$ cat src/rtl/des_mode_key_ctrl.sv
module des_mode_key_ctrl #(
  parameter int DATA_W = 64,
  parameter int ADDR_W = 3,
  parameter int KS_W   = 8
) (
  input  logic              clk,
  input  logic              rst_n,
  input  logic              init,
  input  logic              wr_en,
  input  logic [ADDR_W-1:0] wr_addr,
  input  logic [DATA_W-1:0] wr_data,
  input  logic [ADDR_W-1:0] rd_addr,
  output logic [DATA_W-1:0] rd_data,
  input  logic              start,
  input  logic              pass_done,
  output logic              busy,
  output logic [1:0]        pass_idx,
  output logic [DATA_W-1:0] pass_key,
  output logic              pass_encrypt,
  output logic              cbc_mode,
  output logic [2:0]        irq_status
);
  localparam logic [ADDR_W-1:0] A_MODE = 0;
  localparam logic [ADDR_W-1:0] A_KSZ  = 1;
  localparam logic [ADDR_W-1:0] A_K1   = 2;
  localparam logic [ADDR_W-1:0] A_K2   = 3;
  localparam logic [ADDR_W-1:0] A_K3   = 4;
  localparam logic [ADDR_W-1:0] A_STAT = 5;

  logic [2:0]        mode_q;
  logic [KS_W-1:0]   ksize_q;
  logic [DATA_W-1:0] key1_q, key2_q, key3_q;
  logic [2:0]        stat_q;
  logic              busy_q;
  logic [1:0]        pass_q;

  wire triple = mode_q[1];
  wire enc    = mode_q[0];
  wire [1:0] last_pass = triple ? 2'd2 : 2'd0;
  wire ks_ok = triple ? (ksize_q == KS_W'(16) || ksize_q == KS_W'(24))
                      : (ksize_q == KS_W'(8));

  wire wr_mode = wr_en && wr_addr == A_MODE;
  wire ctx_hit = wr_mode && busy_q;
  wire dat_hit = wr_mode && !busy_q && (|wr_data[DATA_W-1:3]);
  wire ks_hit  = start && !busy_q && !ks_ok;
  wire launch  = start && !busy_q && ks_ok && stat_q == 3'b000 && !dat_hit;
  wire [2:0] clr = (wr_en && wr_addr == A_STAT) ? wr_data[2:0] : 3'b000;
  wire [2:0] stat_d = (stat_q & ~clr) | {ctx_hit, dat_hit, ks_hit};

  always_ff @(posedge clk or negedge rst_n) begin
    if (!rst_n) begin
      mode_q  <= '0;
      ksize_q <= '0;
      key1_q  <= '0;
      key2_q  <= '0;
      key3_q  <= '0;
      stat_q  <= '0;
      busy_q  <= 1'b0;
      pass_q  <= '0;
    end else if (init) begin
      mode_q  <= '0;
      ksize_q <= '0;
      key1_q  <= '0;
      key2_q  <= '0;
      key3_q  <= '0;
      stat_q  <= '0;
      busy_q  <= 1'b0;
      pass_q  <= '0;
    end else begin
      stat_q <= stat_d;
      if (wr_mode && !busy_q && !dat_hit) mode_q <= wr_data[2:0];
      if (wr_en && wr_addr == A_KSZ) ksize_q <= wr_data[KS_W-1:0];
      if (wr_en && wr_addr == A_K1) begin
        key1_q <= wr_data;
        key3_q <= wr_data;
      end
      if (wr_en && wr_addr == A_K2) key2_q <= wr_data;
      if (wr_en && wr_addr == A_K3) key3_q <= wr_data;
      if (launch) begin
        busy_q <= 1'b1;
        pass_q <= '0;
      end else if (busy_q && pass_done) begin
        if (pass_q == last_pass) begin
          busy_q <= 1'b0;
          pass_q <= '0;
        end else begin
          pass_q <= pass_q + 2'd1;
        end
      end
    end
  end

  wire [1:0] key_sel = !triple ? 2'd0 : (enc ? pass_q : 2'd2 - pass_q);

  always_comb begin
    case (key_sel)
      2'd1:    pass_key = key2_q;
      2'd2:    pass_key = key3_q;
      default: pass_key = key1_q;
    endcase
  end

  always_comb begin
    case (rd_addr)
      A_MODE:  rd_data = DATA_W'(mode_q);
      A_KSZ:   rd_data = DATA_W'(ksize_q);
      A_K1:    rd_data = key1_q;
      A_K2:    rd_data = key2_q;
      A_K3:    rd_data = key3_q;
      A_STAT:  rd_data = DATA_W'(stat_q);
      default: rd_data = '0;
    endcase
  end

  assign pass_encrypt = triple ? (enc ^ pass_q[0]) : enc;
  assign cbc_mode     = mode_q[2];
  assign busy         = busy_q;
  assign pass_idx     = pass_q;
  assign irq_status   = stat_q;
endmodule


$ cat config.mk
export PLATFORM = sky130hd
export DESIGN_NAME = des_mode_key_ctrl
export DESIGN_NICKNAME = d
export VERILOG_FILES = /design/src/rtl/des_mode_key_ctrl.sv
export SDC_FILE = /design/constraint.sdc
export NUM_CORES = 1
export LEC_CHECK = 0
export BUFFER_PORTS_ARGS = -buffer_cell sky130_fd_sc_hd__buf_2
export CAP_MARGIN = 20
export CORE_ASPECT_RATIO = 0.7
export CORE_MARGIN = 5
export CORE_UTILIZATION = 40
export CTS_CLUSTER_DIAMETER = 100
export DETAILED_ROUTE_END_ITERATION = 7
export GPL_ROUTABILITY_DRIVEN = 0
export HOLD_SLACK_MARGIN = 0.12
export PLACE_DENSITY = 0.6
export SLEW_MARGIN = 20
export SYNTH_ARGS = -nofsm -noshare
export SYNTH_HDL_FRONTEND = slang
export SYNTH_SLANG_ARGS = --single-unit
$ cat constraint.sdc
create_clock -name clk -period 3.2 [get_ports clk]
set_input_delay 0.48 -clock clk [delete_from_list [all_inputs] [get_ports clk]]
set_output_delay 0.48 -clock clk [all_outputs]
set_load 0.005 [all_outputs]
==> results.tsv <==
stage	metric	value	unit
detailed_routing	drt total wl	39500	um
placed_design	Post-Place Cell Area	12800	um^2
worst_setup_path	R2R depth	5	
power_and_ir_drop	power density over the cells	440	nW/um^2
die	core area	27800	um^2
power_and_ir_drop	Comb pwr share	10.4	%
worst_setup_path	Crit path depth	7	
power_and_ir_drop	leak pwr	5.97	nW
die	Die X	211	um
sta	Layout Skew	0.00159	ns
synth	YS warnings	0	
die	Initial Utilization	40.6	%
power_and_ir_drop	Clock power frac	42.2	%
clock_tree	clk slew on worst S/H paths	0.06	ns
detailed_routing	metal3 WL	3200	um
worst_setup_path	WP data required	2.72	ns
grt	Total GRT Usage	24.0	%
clock_tree	clk buf depth	3	
synth	count leader, synth	nand2_1	
run_status	status	complete, no violations	
die	Die Area	31700	um^2
worst_setup_path	Setup crit start	mode_q[1]	
hold_path	Hold Crit Class	primary input to flip-flop	
clock_tree	CTS tree	done	
detailed_routing	Vias/cell	5.54	
synth	share of the synthesized area in the top cell type	46.3	%
layout	Filler cells	2733	
placed_design	Detailed Place HPWL	25400	um
synth	Syn Area/Cell	8.09	um^2
synth	post-synthesis sequential area ratio	46.3	%
clock_tree	total CTS buffers	23	
synth	Cells after Synth	1395	
power_and_ir_drop	Net Sw Power	1.59	mW
worst_setup_path	Reg2Reg Launch Point	mode_q[1]	
synth	asr flop ratio synth	100	%
worst_setup_path	CP endpoint	pass_key[7]	
synth	Synth area leaders	dfrtp_1, nand2_1, o21ai_0, mux2i_1, a21oi_1	
job	Max-Cap Viols	0	
power_and_ir_drop	worst vdd ir	0.372	mV
detailed_routing	Top Layer Used	met5	
detailed_routing	met1 WL	19000	um
die	I/O pin total	212	
worst_setup_path	CP max stage cell	dfrtp_1	
worst_setup_path	critical path arrival	2.56	ns
worst_setup_path	crit-path cells	nand2_1 -> inv_1 -> ha_4 -> buf_4 -> a22oi_1 -> o21ai_0 -> buf_2	
synth	Seq cells post-synth	209	
die	Row Count	51	
sta	unrepaired setup endpoints after global routing	no	
layout	Area growth syn-to-layout	20.7	%
synth	top post-synthesis cells by count	nand2_1, dfrtp_1, o21ai_0	
clock_tree	H-tree levels	1	
synth	Post-synth EDFFs	0	
clock_tree	Clock Sinks	209	
detailed_routing	DRT iter0 DRCs	940	
detailed_routing	vias post-DR	10724	
sta	setup TNS	0	ns
synth	Yosys top cell by area	dfrtp_1	
detailed_routing	DR pass1 iterations	7	
sta	final worst path period need	3.04	ns
worst_setup_path	startpoint types	flip-flop	
layout	Finished Core Util	49.0	%
grt	pin count of the biggest net entering global routing	136	
layout	fraction of layout cells with a size suffix above 1	18.9	%
sta	final slew viol count	0	
sta	Setup violations, final	0	
grt	vias in the first global route	10269	
sta	f_max	329	MHz
detailed_routing	Remaining DRCs	0	
sta	crit share post-route	95.0	%
worst_setup_path	CP Max Fanout	17	
synth	Syn Nets	1473	
grt	initial antenna violation count	3	
sta	Max transition margin	40.4	%
detailed_routing	met2 WL	16900	um
die	die height	151	um
grt	global route total overflow	0	
worst_setup_path	CP delay by family, top	buffers and inverters	
grt	first-pass GRT wire length	61100	um
synth	Netlist cell types	40	
detailed_routing	Avg WL per Cell	20.4	um
worst_setup_path	Crit. End Element	output port	
detailed_routing	antenna viol nets, final	0	
layout	final std cell area, no fill	13600	um^2
placed_design	number of port buffers	211	
power_and_ir_drop	total chip power	5.99	mW
layout	Layout Nets	1627	
power_and_ir_drop	share of total power in sequential cells	47.4	%
sta	Final Hold Viols	0	
worst_setup_path	Setup CP Type	flip-flop to output port	
power_and_ir_drop	switching share of power	26.5	%
worst_setup_path	reg-to-reg endpoint	pass_idx[0]	
power_and_ir_drop	Int Power	4.40	mW
synth	post-synthesis cell area	11300	um^2
worst_setup_path	Buf+Inv Stages, Crit Path	3	
sta	slew at the pin with the worst max-slew slack	0.894	ns
worst_setup_path	CP max stage delay	0.53	ns
clock_tree	Root Driver	clkbuf_16	
layout	register area	5230	um^2
layout	Multi-input gate area	5630	um^2
clock_tree	Clk Latency, worst-skew pair	0.51	ns
worst_setup_path	R2R Setup Slk	1.25	ns
synth	Top FF cell, synth	dfrtp_1	
==> stage by stage <==
step / worst slack [ns] / hold WS (ns) / std cells
after floorplan: 0.735 / 0.184 / 1395
final: 0.160 / 0.233 / 1937
after CTS: 0.0749 / 0.217 / 1930
after detailed placement: 0.574 / 0.495 / 1889
after global routing: 0.0594 / 0.228 / 1936
after global placement: 0.576 / 0.489 / 1889
==> cell type report <==
type                       count  share of cell area [%]
antenna                        2                  0.0367
sequential                   209                    38.4
inverter                       7                   0.193
clock buffer                  36                    4.95
timing repair buffer         246                    11.5
multi-input combinational   1062                    41.3
clock inverter                 4                   0.193
tap                          371                    3.41
==> worst min-delay path: stages <==
cell and delay [ns]:
buf_2 0.12, nand2_1 0.05, a21oi_1 0.05
==> worst min path at each step <==
stage          cells after the start   startpoint          to
2_1_floorplan                      0        rst_n        busy
3_3_place_gp                       2   key3_q[50]  key3_q[50]
3_5_place_dp                       2   key3_q[49]  key3_q[49]
4_1_cts                            3  wr_data[37]  key2_q[37]
5_1_grt                            3  wr_data[37]  key1_q[37]
6_report                           3  wr_data[37]  key1_q[37]
==> state kept, by name, indices dropped and copies added, names as in the netlist <==
name        cells
key1_q         64
key2_q         64
key3_q         64
ksize_q         8
irq_status      3
mode_q          3
pass_idx        2
busy            1
==> placed cells by master (no fill, tap or decap), types with 3 or more instances in the layout <==
cell type  instances
a21oi_1          130
buf_4             17
xor2_1             4
nand2b_1          66
clkbuf_16         24
nor2_1            17
nor4_1            15
nand4_1            4
nand2_1          456
a22oi_1           69
o21ai_1            9
inv_1              7
clkbuf_8           6
buf_2            208
o21ai_0          181
mux2i_1           70
dfrtp_1          209
mux2_2             6
nor3_1             3
buf_12            17
clkbuf_1           8
==> power by group through the flow <==
stage	Clock [mW]	Combinational, mW	Sequential [mW]
6_report	2.53	0.622	2.84
5_1_grt	2.70	0.693	2.86
4_1_cts	2.58	0.626	2.84
3_5_place_dp	0	0.625	2.89
3_3_place_gp	0	0.618	2.89
2_1_floorplan	0	0.307	2.86
==> routing by layer <==
metal,track usage (%),vias to the layer above
met5,0,-
met4,3.24,2
met3,4.00,38
met2,35.5,462
met1,37.7,5167
li1,-,5055
==> what timing repair did <==
action,4_1_cts,5_1_grt
endpoints found under the setup margin,0,16
gates resized for setup,0,9
hold endpoints to repair,66,0
hold buffers,1,0
setup buffers,0,4
==> logic make-up (layout without fill, tap and decap cells) <==
group,Yosys count,after routing,share of synthesized area [%]
compound gates,398,398,19.4
xor+xnor,5,5,0.388
fa+ha+maj,2,2,0.222
buf+inv,124,293,4.47
flops,209,209,46.3
mux,79,79,7.44
other cells,0,2,0
simple gates,578,578,21.8
Note: power is estimated with default switching activity, not from simulation.
